**config.mk**
```make
export PLATFORM = sky130hd
export DESIGN_NAME = line_scan_seq
export DESIGN_NICKNAME = d
export VERILOG_FILES = /design/src/rtl/lsq_pkg.sv /design/src/rtl/lsq_edge.sv /design/src/rtl/lsq_integ.sv /design/src/rtl/lsq_scan.sv /design/src/rtl/line_scan_seq.sv
export SDC_FILE = /design/constraint.sdc
export NUM_CORES = 1
export LEC_CHECK = 0
export BUFFER_PORTS_ARGS = -buffer_cell sky130_fd_sc_hd__buf_4
export CORE_ASPECT_RATIO = 1.1
export CORE_MARGIN = 8
export CORE_UTILIZATION = 40
export CTS_CLUSTER_DIAMETER = 200
export CTS_CLUSTER_SIZE = 25
export DETAILED_ROUTE_END_ITERATION = 6
export PLACE_DENSITY = 0.7
export SETUP_SLACK_MARGIN = 0.2
export SYNTH_ARGS = -nofsm -noshare
export SYNTH_HDL_FRONTEND = slang
export SYNTH_SLANG_ARGS = --single-unit
```
**constraint.sdc**
```tcl
create_clock -name clk_i -period 2.1 [get_ports clk_i]
set_clock_uncertainty 0.15 [all_clocks]
set_input_delay 0.105 -clock clk_i [delete_from_list [all_inputs] [get_ports clk_i]]
set_output_delay 0.105 -clock clk_i [all_outputs]
set_load 0.01 [all_outputs]
```
**src/rtl/lsq_pkg.sv**
```systemverilog
package lsq_pkg;
  localparam int unsigned HALF_LEAD = 35;  // clock 18.5 in half clocks from clock 1
  localparam int unsigned EXT_LEAD  = 40;  // 20 clocks added by extended start
  localparam int unsigned CH_STRIDE = 8;   // 4 clocks per channel
  localparam int unsigned WIN_LEN   = 4;   // 2 clocks of valid video
  localparam int unsigned TRIG_POS  = 2;   // trigger centred in the window
  localparam int unsigned EOS_LEN   = 2;
  localparam int unsigned INT_DLY   = 8;   // pixel clock falls from reset edge to window edge

  function automatic int unsigned lead_of(bit ext);
    return HALF_LEAD + (ext ? EXT_LEAD : 0);
  endfunction
endpackage

```
**src/rtl/lsq_edge.sv**
```systemverilog
module lsq_edge #(
  parameter int unsigned W = 1
) (
  input  logic         clk_i,
  input  logic         rst_ni,
  input  logic [W-1:0] sig_i,
  output logic [W-1:0] rise_o,
  output logic [W-1:0] fall_o
);
  logic [W-1:0] q;

  always_ff @(posedge clk_i or negedge rst_ni)
    if (!rst_ni) q <= '0;
    else         q <= sig_i;

  for (genvar i = 0; i < W; i++) begin : g_bit
    assign rise_o[i] = sig_i[i] & ~q[i];
    assign fall_o[i] = q[i] & ~sig_i[i];
  end
endmodule

```
**src/rtl/lsq_integ.sv**
```systemverilog
module lsq_integ #(
  parameter int unsigned DLY = 8
) (
  input  logic clk_i,
  input  logic rst_ni,
  input  logic fall_i,
  input  logic d_i,
  output logic integ_o
);
  logic [DLY-1:0] sr;

  always_ff @(posedge clk_i or negedge rst_ni)
    if (!rst_ni)     sr <= '0;
    else if (fall_i) sr <= {sr[DLY-2:0], d_i};

  assign integ_o = sr[DLY-1];

  assert_integ_on_fall_R1: assert property (@(posedge clk_i) disable iff (!rst_ni)
    !$stable(integ_o) |-> $past(fall_i));
endmodule

```
**src/rtl/lsq_scan.sv**
```systemverilog
module lsq_scan #(
  parameter int unsigned N    = 64,
  parameter int unsigned LEAD = 35,
  parameter int unsigned CW   = 6
) (
  input  logic          clk_i,
  input  logic          rst_ni,
  input  logic          slave_i,
  input  logic          pclk_fall_i,
  input  logic          rst_rise_i,
  input  logic          rst_fall_i,
  input  logic          start_rise_i,
  output logic          video_valid_o,
  output logic [CW-1:0] chan_o,
  output logic          trig_o,
  output logic          eos_o,
  output logic          abort_o
);
  import lsq_pkg::*;

  localparam int unsigned RD_LEN = N * CH_STRIDE;
  localparam int unsigned END_H  = LEAD + RD_LEN + EOS_LEN;
  localparam int unsigned HW     = $clog2(END_H + 1);
  localparam int unsigned SW     = $clog2(CH_STRIDE);

  logic [HW-1:0] h_q, off;
  logic [SW-1:0] slot;
  logic act_q, armed_q, abort_q, in_rd, start_m, start_s;

  assign start_m = !slave_i && armed_q && pclk_fall_i && !act_q;
  assign start_s = slave_i && start_rise_i && !act_q;

  always_ff @(posedge clk_i or negedge rst_ni) begin
    if (!rst_ni) begin
      h_q <= '0; act_q <= 1'b0; armed_q <= 1'b0; abort_q <= 1'b0;
    end else begin
      if (rst_fall_i)                  armed_q <= 1'b1;
      else if (rst_rise_i || start_m)  armed_q <= 1'b0;

      if (rst_rise_i && act_q) begin
        act_q   <= 1'b0;
        abort_q <= 1'b1;
      end else if (start_m) begin
        act_q <= 1'b1;
        h_q   <= '0;
      end else if (start_s) begin
        act_q <= 1'b1;
        h_q   <= HW'(LEAD);
      end else if (act_q) begin
        if (h_q == HW'(END_H - 1)) act_q <= 1'b0;
        else                       h_q   <= h_q + 1'b1;
      end
    end
  end

  always_comb begin
    off   = h_q - HW'(LEAD);
    slot  = off[SW-1:0];
    in_rd = act_q && (h_q >= HW'(LEAD)) && (off < HW'(RD_LEN));
  end

  assign video_valid_o = in_rd && (slot < SW'(WIN_LEN));
  assign chan_o        = video_valid_o ? off[SW +: CW] : '0;
  assign trig_o        = video_valid_o && (slot == SW'(TRIG_POS));
  assign eos_o         = act_q && (h_q >= HW'(LEAD + RD_LEN));
  assign abort_o       = abort_q;

  assert_trig_in_win_R3: assert property (@(posedge clk_i) disable iff (!rst_ni)
    trig_o |-> video_valid_o);
  assert_trig_narrow_R3: assert property (@(posedge clk_i) disable iff (!rst_ni)
    trig_o |=> !trig_o);
  assert_chan_hold_R4: assert property (@(posedge clk_i) disable iff (!rst_ni)
    (video_valid_o && $past(video_valid_o)) |-> $stable(chan_o));
  assert_eos_excl_R5: assert property (@(posedge clk_i) disable iff (!rst_ni)
    !(eos_o && video_valid_o));
  assert_abort_sticky_R9: assert property (@(posedge clk_i) disable iff (!rst_ni)
    $past(abort_o) |-> abort_o);
  assert_abort_quiet_R9: assert property (@(posedge clk_i) disable iff (!rst_ni)
    $rose(abort_o) |-> (!video_valid_o && !eos_o && !trig_o));
endmodule

```
**src/rtl/line_scan_seq.sv**
```systemverilog
module line_scan_seq #(
  parameter int unsigned N         = 64,
  parameter bit          EXT_START = 1'b0,
  localparam int unsigned CW       = $clog2(N)
) (
  input  logic          clk_i,
  input  logic          rst_ni,
  input  logic          pclk_i,
  input  logic          line_rst_i,
  input  logic          ext_start_i,
  input  logic          slave_i,
  output logic          integ_o,
  output logic          video_valid_o,
  output logic [CW-1:0] chan_o,
  output logic          trig_o,
  output logic          eos_o,
  output logic          abort_o
);
  import lsq_pkg::*;

  localparam int unsigned LEAD = lead_of(EXT_START);

  logic [2:0] rise, fall;
  logic unused_edges;

  lsq_edge #(.W(3)) u_edge (
    .clk_i  (clk_i),
    .rst_ni (rst_ni),
    .sig_i  ({ext_start_i, line_rst_i, pclk_i}),
    .rise_o (rise),
    .fall_o (fall)
  );
  assign unused_edges = ^{rise[0], fall[2]};

  lsq_integ #(.DLY(INT_DLY)) u_integ (
    .clk_i   (clk_i),
    .rst_ni  (rst_ni),
    .fall_i  (fall[0]),
    .d_i     (line_rst_i),
    .integ_o (integ_o)
  );

  lsq_scan #(.N(N), .LEAD(LEAD), .CW(CW)) u_scan (
    .clk_i         (clk_i),
    .rst_ni        (rst_ni),
    .slave_i       (slave_i),
    .pclk_fall_i   (fall[0]),
    .rst_rise_i    (rise[1]),
    .rst_fall_i    (fall[1]),
    .start_rise_i  (rise[2]),
    .video_valid_o (video_valid_o),
    .chan_o        (chan_o),
    .trig_o        (trig_o),
    .eos_o         (eos_o),
    .abort_o       (abort_o)
  );
endmodule

```
==> flow_summary_export.csv <==
group,metric,value,unit
place,place.gp.congestion,0.8817,
worst_setup_path,rrSetupSlack,-190,ps
floorplan,die_w,71.14,um
power,internal_power,1.189,mW
status,outcome,"finished with violations",
logic_synthesis,postSynthCellCount,134,
worst_setup_path,cp_slowest_stage_delay,450,ps
final_layout,diodes,0,
floorplan,rows,22,
logic_synthesis,synthArstFlopShare,100.0,%
sta,max_freq,0.4370,GHz
sta,worst_pin_slew,621.1,ps
clocking,clk_path_buf_depth,2,
detailed_routing,vias,1194,
detailed_routing,wire_per_inst,16.07,um
logic_synthesis,ys_types,42,
worst_setup_path,critPathSlowestCell,"dfrtp_2",
power,peakVddDrop,501.2,uV
logic_synthesis,yosysSeqAreaShare,44.90,%
sta,finalWorstSetupSlack,-188.4,ps
detailed_routing,drc,0,
clocking,cts_root_buffer,"clkbuf_4",
power,p_sw,0.7937,mW
place,hpwl,2229,um
floorplan,start_util,40.83,%
global_route,grt_pass1_wl,5485,um
status,violations,"negative setup slack",
sta,fin_crit_sh,109.0,%
detailed_routing,highest_layer,"met4",
logic_synthesis,ys_warn_count,0,
clocking,cts_tree,"yes",
sta,fin_crit,2288,ps
worst_setup_path,crit_type,"flip-flop to flip-flop",
worst_setup_path,critical_path_peak_fanout,6,
floorplan,coreArea,3276,um2
worst_setup_path,crit_chain,"buf_4 -> buf_6 -> buf_6 -> inv_1 -> ha_2 -> nand4_1 -> or4_4 -> buf_6 -> a211oi_2 -> a311oi_2",
detailed_routing,wl_met2,1844,um
sta,final-max-slew-violation-count,0,
detailed_routing,drtIter0Drc,70,
logic_synthesis,yosys.area.top_type_share,44.90,%
power,clkPwrFrac,9.8,%
sta,worst_hold_slack,68.33,ps
logic_synthesis,synth_flop_cell,"dfrtp_1",
floorplan,ioPinCount,17,
detailed_routing,m1WireLength,1406,um
worst_setup_path,crit_required,2120,ps
power,seqPwrFrac,34.3,%
detailed_routing,ant_nets,0,
sta,rsz0062_at_grt,"true",
worst_setup_path,endpoint_kind,"flip-flop",
power,power.density,1034,nW/um2
final_layout,syn_to_final_growth,43.41,%
logic_synthesis,synth_area,1338,um2
final_layout,drive_above_1_share,45.71,%
sta,slew_headroom,58.51,%
final_layout,nets,186,
global_route,grt_overflow,0,
final_layout,fillCellCount,285,
logic_synthesis,synth_area_leaders,"dfrtp_1, mux2_2, xnor2_1, nand2_1, nor3_1",
logic_synthesis,yosysTopAreaCell,"dfrtp_1",
clocking,insertion_delay,300,ps
final_layout,multi_input_area,837.1,um2
global_route,antenna_found_initial,0,
global_route,grt_use_total,12.00,%
detailed_routing,dr.pass1.iters,4,
hold_path,hold_class,"primary input to async pin",
logic_synthesis,synth_area_per_cell,9.982,um2
logic_synthesis,ys_seq_elements,24,
worst_setup_path,critPathLaunchType,"flip-flop",
power,switching_share,40.03,%
detailed_routing,avgViaCountPerCell,5.659,
place,portBuffers,16,
global_route,grt_max_degree,25,
detailed_routing,met3_length,106,um
sta,final-setup-viol-count,16,
clocking,cts_num_sinks,24,
final_layout,post-route-util,58.56,%
clocking,clk_pin_slew,120,ps
detailed_routing,wl,3391,um
job,maxCapViolations,0,
final_layout,ff_latch_area,601.8,um2
sta,finalHoldViolations,0,
global_route,first_global_vias,1253,
clocking,cts_made_buffers,3,
power,p_leak,0.8824,nW
power,combPwrFrac,55.8,%
logic_synthesis,syn-num-nets,143,
worst_setup_path,crit_arrival,2310,ps
worst_setup_path,cp_common_cell,"buf_6",
logic_synthesis,synth_edf_count,0,
floorplan,die-area,5452,um2
floorplan,die-height,76.65,um
clocking,h-tree-depth,1,
## power by group through the flow
stage	clock network (mW)	registers (mW)	logic (mW)
final	0.195	0.681	1.11
after global routing	0.222	0.699	1.20
after CTS	0.205	0.673	1.00
after detailed placement	0	0.690	0.843
after global placement	0	0.684	0.823
after floorplan	0	0.648	0.620
## metal layers
metal / vias to the layer above / GRT usage, %
li1: 576 / -
met2: 27 / 21.73
met1: 587 / 13.54
met3: 4 / 2.368
met4: 0 / 3.750
met5: - / 0
## placed cells by master, fill, tap and decap left out, drive strengths merged, types with 2 or more instances in the layout
cell	n
a211oi	2
a21o	5
a21oi	4
and2	2
and3	2
buf	42
clkbuf	3
dfrtp	24
dlygate4sd3	4
ha	3
inv	6
mux2	8
mux2i	2
nand2	11
nand3	3
nand4	2
nor2	7
nor2b	2
nor3	8
nor4	3
o21ai	3
o22ai	2
o41ai	2
or4	3
xnor2	5
xor2	2
## worst paths after layout
kind | start | end | cells after the start
max | u_scan.h_q[0]$_DFFE_PN0P_ | u_scan.h_q[0]$_DFFE_PN0P_ | 10
min | rst_ni | u_edge.q[1]$_DFF_PN0_ | 2
max reg2reg | u_scan.h_q[0]$_DFFE_PN0P_ | u_scan.h_q[0]$_DFFE_PN0P_ | 10
min reg2reg | u_scan.abort_o$_DFFE_PN0P_ | u_scan.abort_o$_DFFE_PN0P_ | 1
max in group asynchronous | rst_ni | u_scan.h_q[0]$_DFFE_PN0P_ | 2
min in group clk_i | slave_i | u_scan.h_q[1]$_DFFE_PN0P_ | 5
## worst max-delay path: cells and delay by family (launching register included)
kind                       cells  cell delay, ps
AOI/OAI and AO/OA              2             290
adders and majority gates      1             160
buffers and inverters          5             550
DFF                            1             450
and+or+nand+nor                2             550
## synthesized netlist by cell type (3+ instances only)
cell	number
nand3_1	3
a21o_1	4
o21ai_0	3
dfrtp_1	24
nor2_1	7
ha_1	3
nor3_1	8
nor4_1	3
clkbuf_1	6
mux2_2	8
xnor2_1	5
a21oi_1	4
or4_1	3
inv_1	6
nand2_1	11
## cells by family after synthesis
group	Yosys count	synth area share, %
buffers and inverters	14	4.583
xor gates and xnor gates	7	4.584
and+or+nand+nor	49	20.02
AOI/OAI and AO/OA	27	14.87
adders and majority gates	3	2.807
DFF	24	44.90
muxes	10	8.232
## per-stage QoR
step / std cells / instance area, um2 / worst slack (ps) / power (mW) / setup TNS (ps)
4_1_cts: 208 / 1831 / -196.4 / 1.881 / -1683
3_3_place_gp: 194 / 1668 / 76.09 / 1.507 / 0
2_1_floorplan: 134 / 1424 / -76.48 / 1.269 / -76.48
6_report: 211 / 1918 / -188.4 / 1.983 / -2215
3_5_place_dp: 194 / 1668 / 38.54 / 1.533 / 0
5_1_grt: 211 / 1918 / -283.2 / 2.121 / -3419
## registers in the layout (all words and copies together), names as in the netlist
name	cells
u_scan.h_q	10
u_scan.abort_o	1
u_integ.sr	8
u_scan.armed_q	1
u_scan.act_q	1
u_edge.q	3
## layout make-up
cell class                 count  area share (%)
clock buffer                   3           1.174
inverter                       6           1.174
multi-input combinational     96           43.64
sequential                    24           31.38
tap                           36           2.348
timing repair buffer          46           20.29
## what timing repair did
item	4_1_cts	5_1_grt
pin swaps	8	5
hold buffers	4	0
cloned	0	0
endpoints found under the hold margin	29	0
resized for setup	14	15
buffers inserted	7	3
setup endpoints to repair	14	18
No activity file was read; power rests on OpenSTA's default activity.
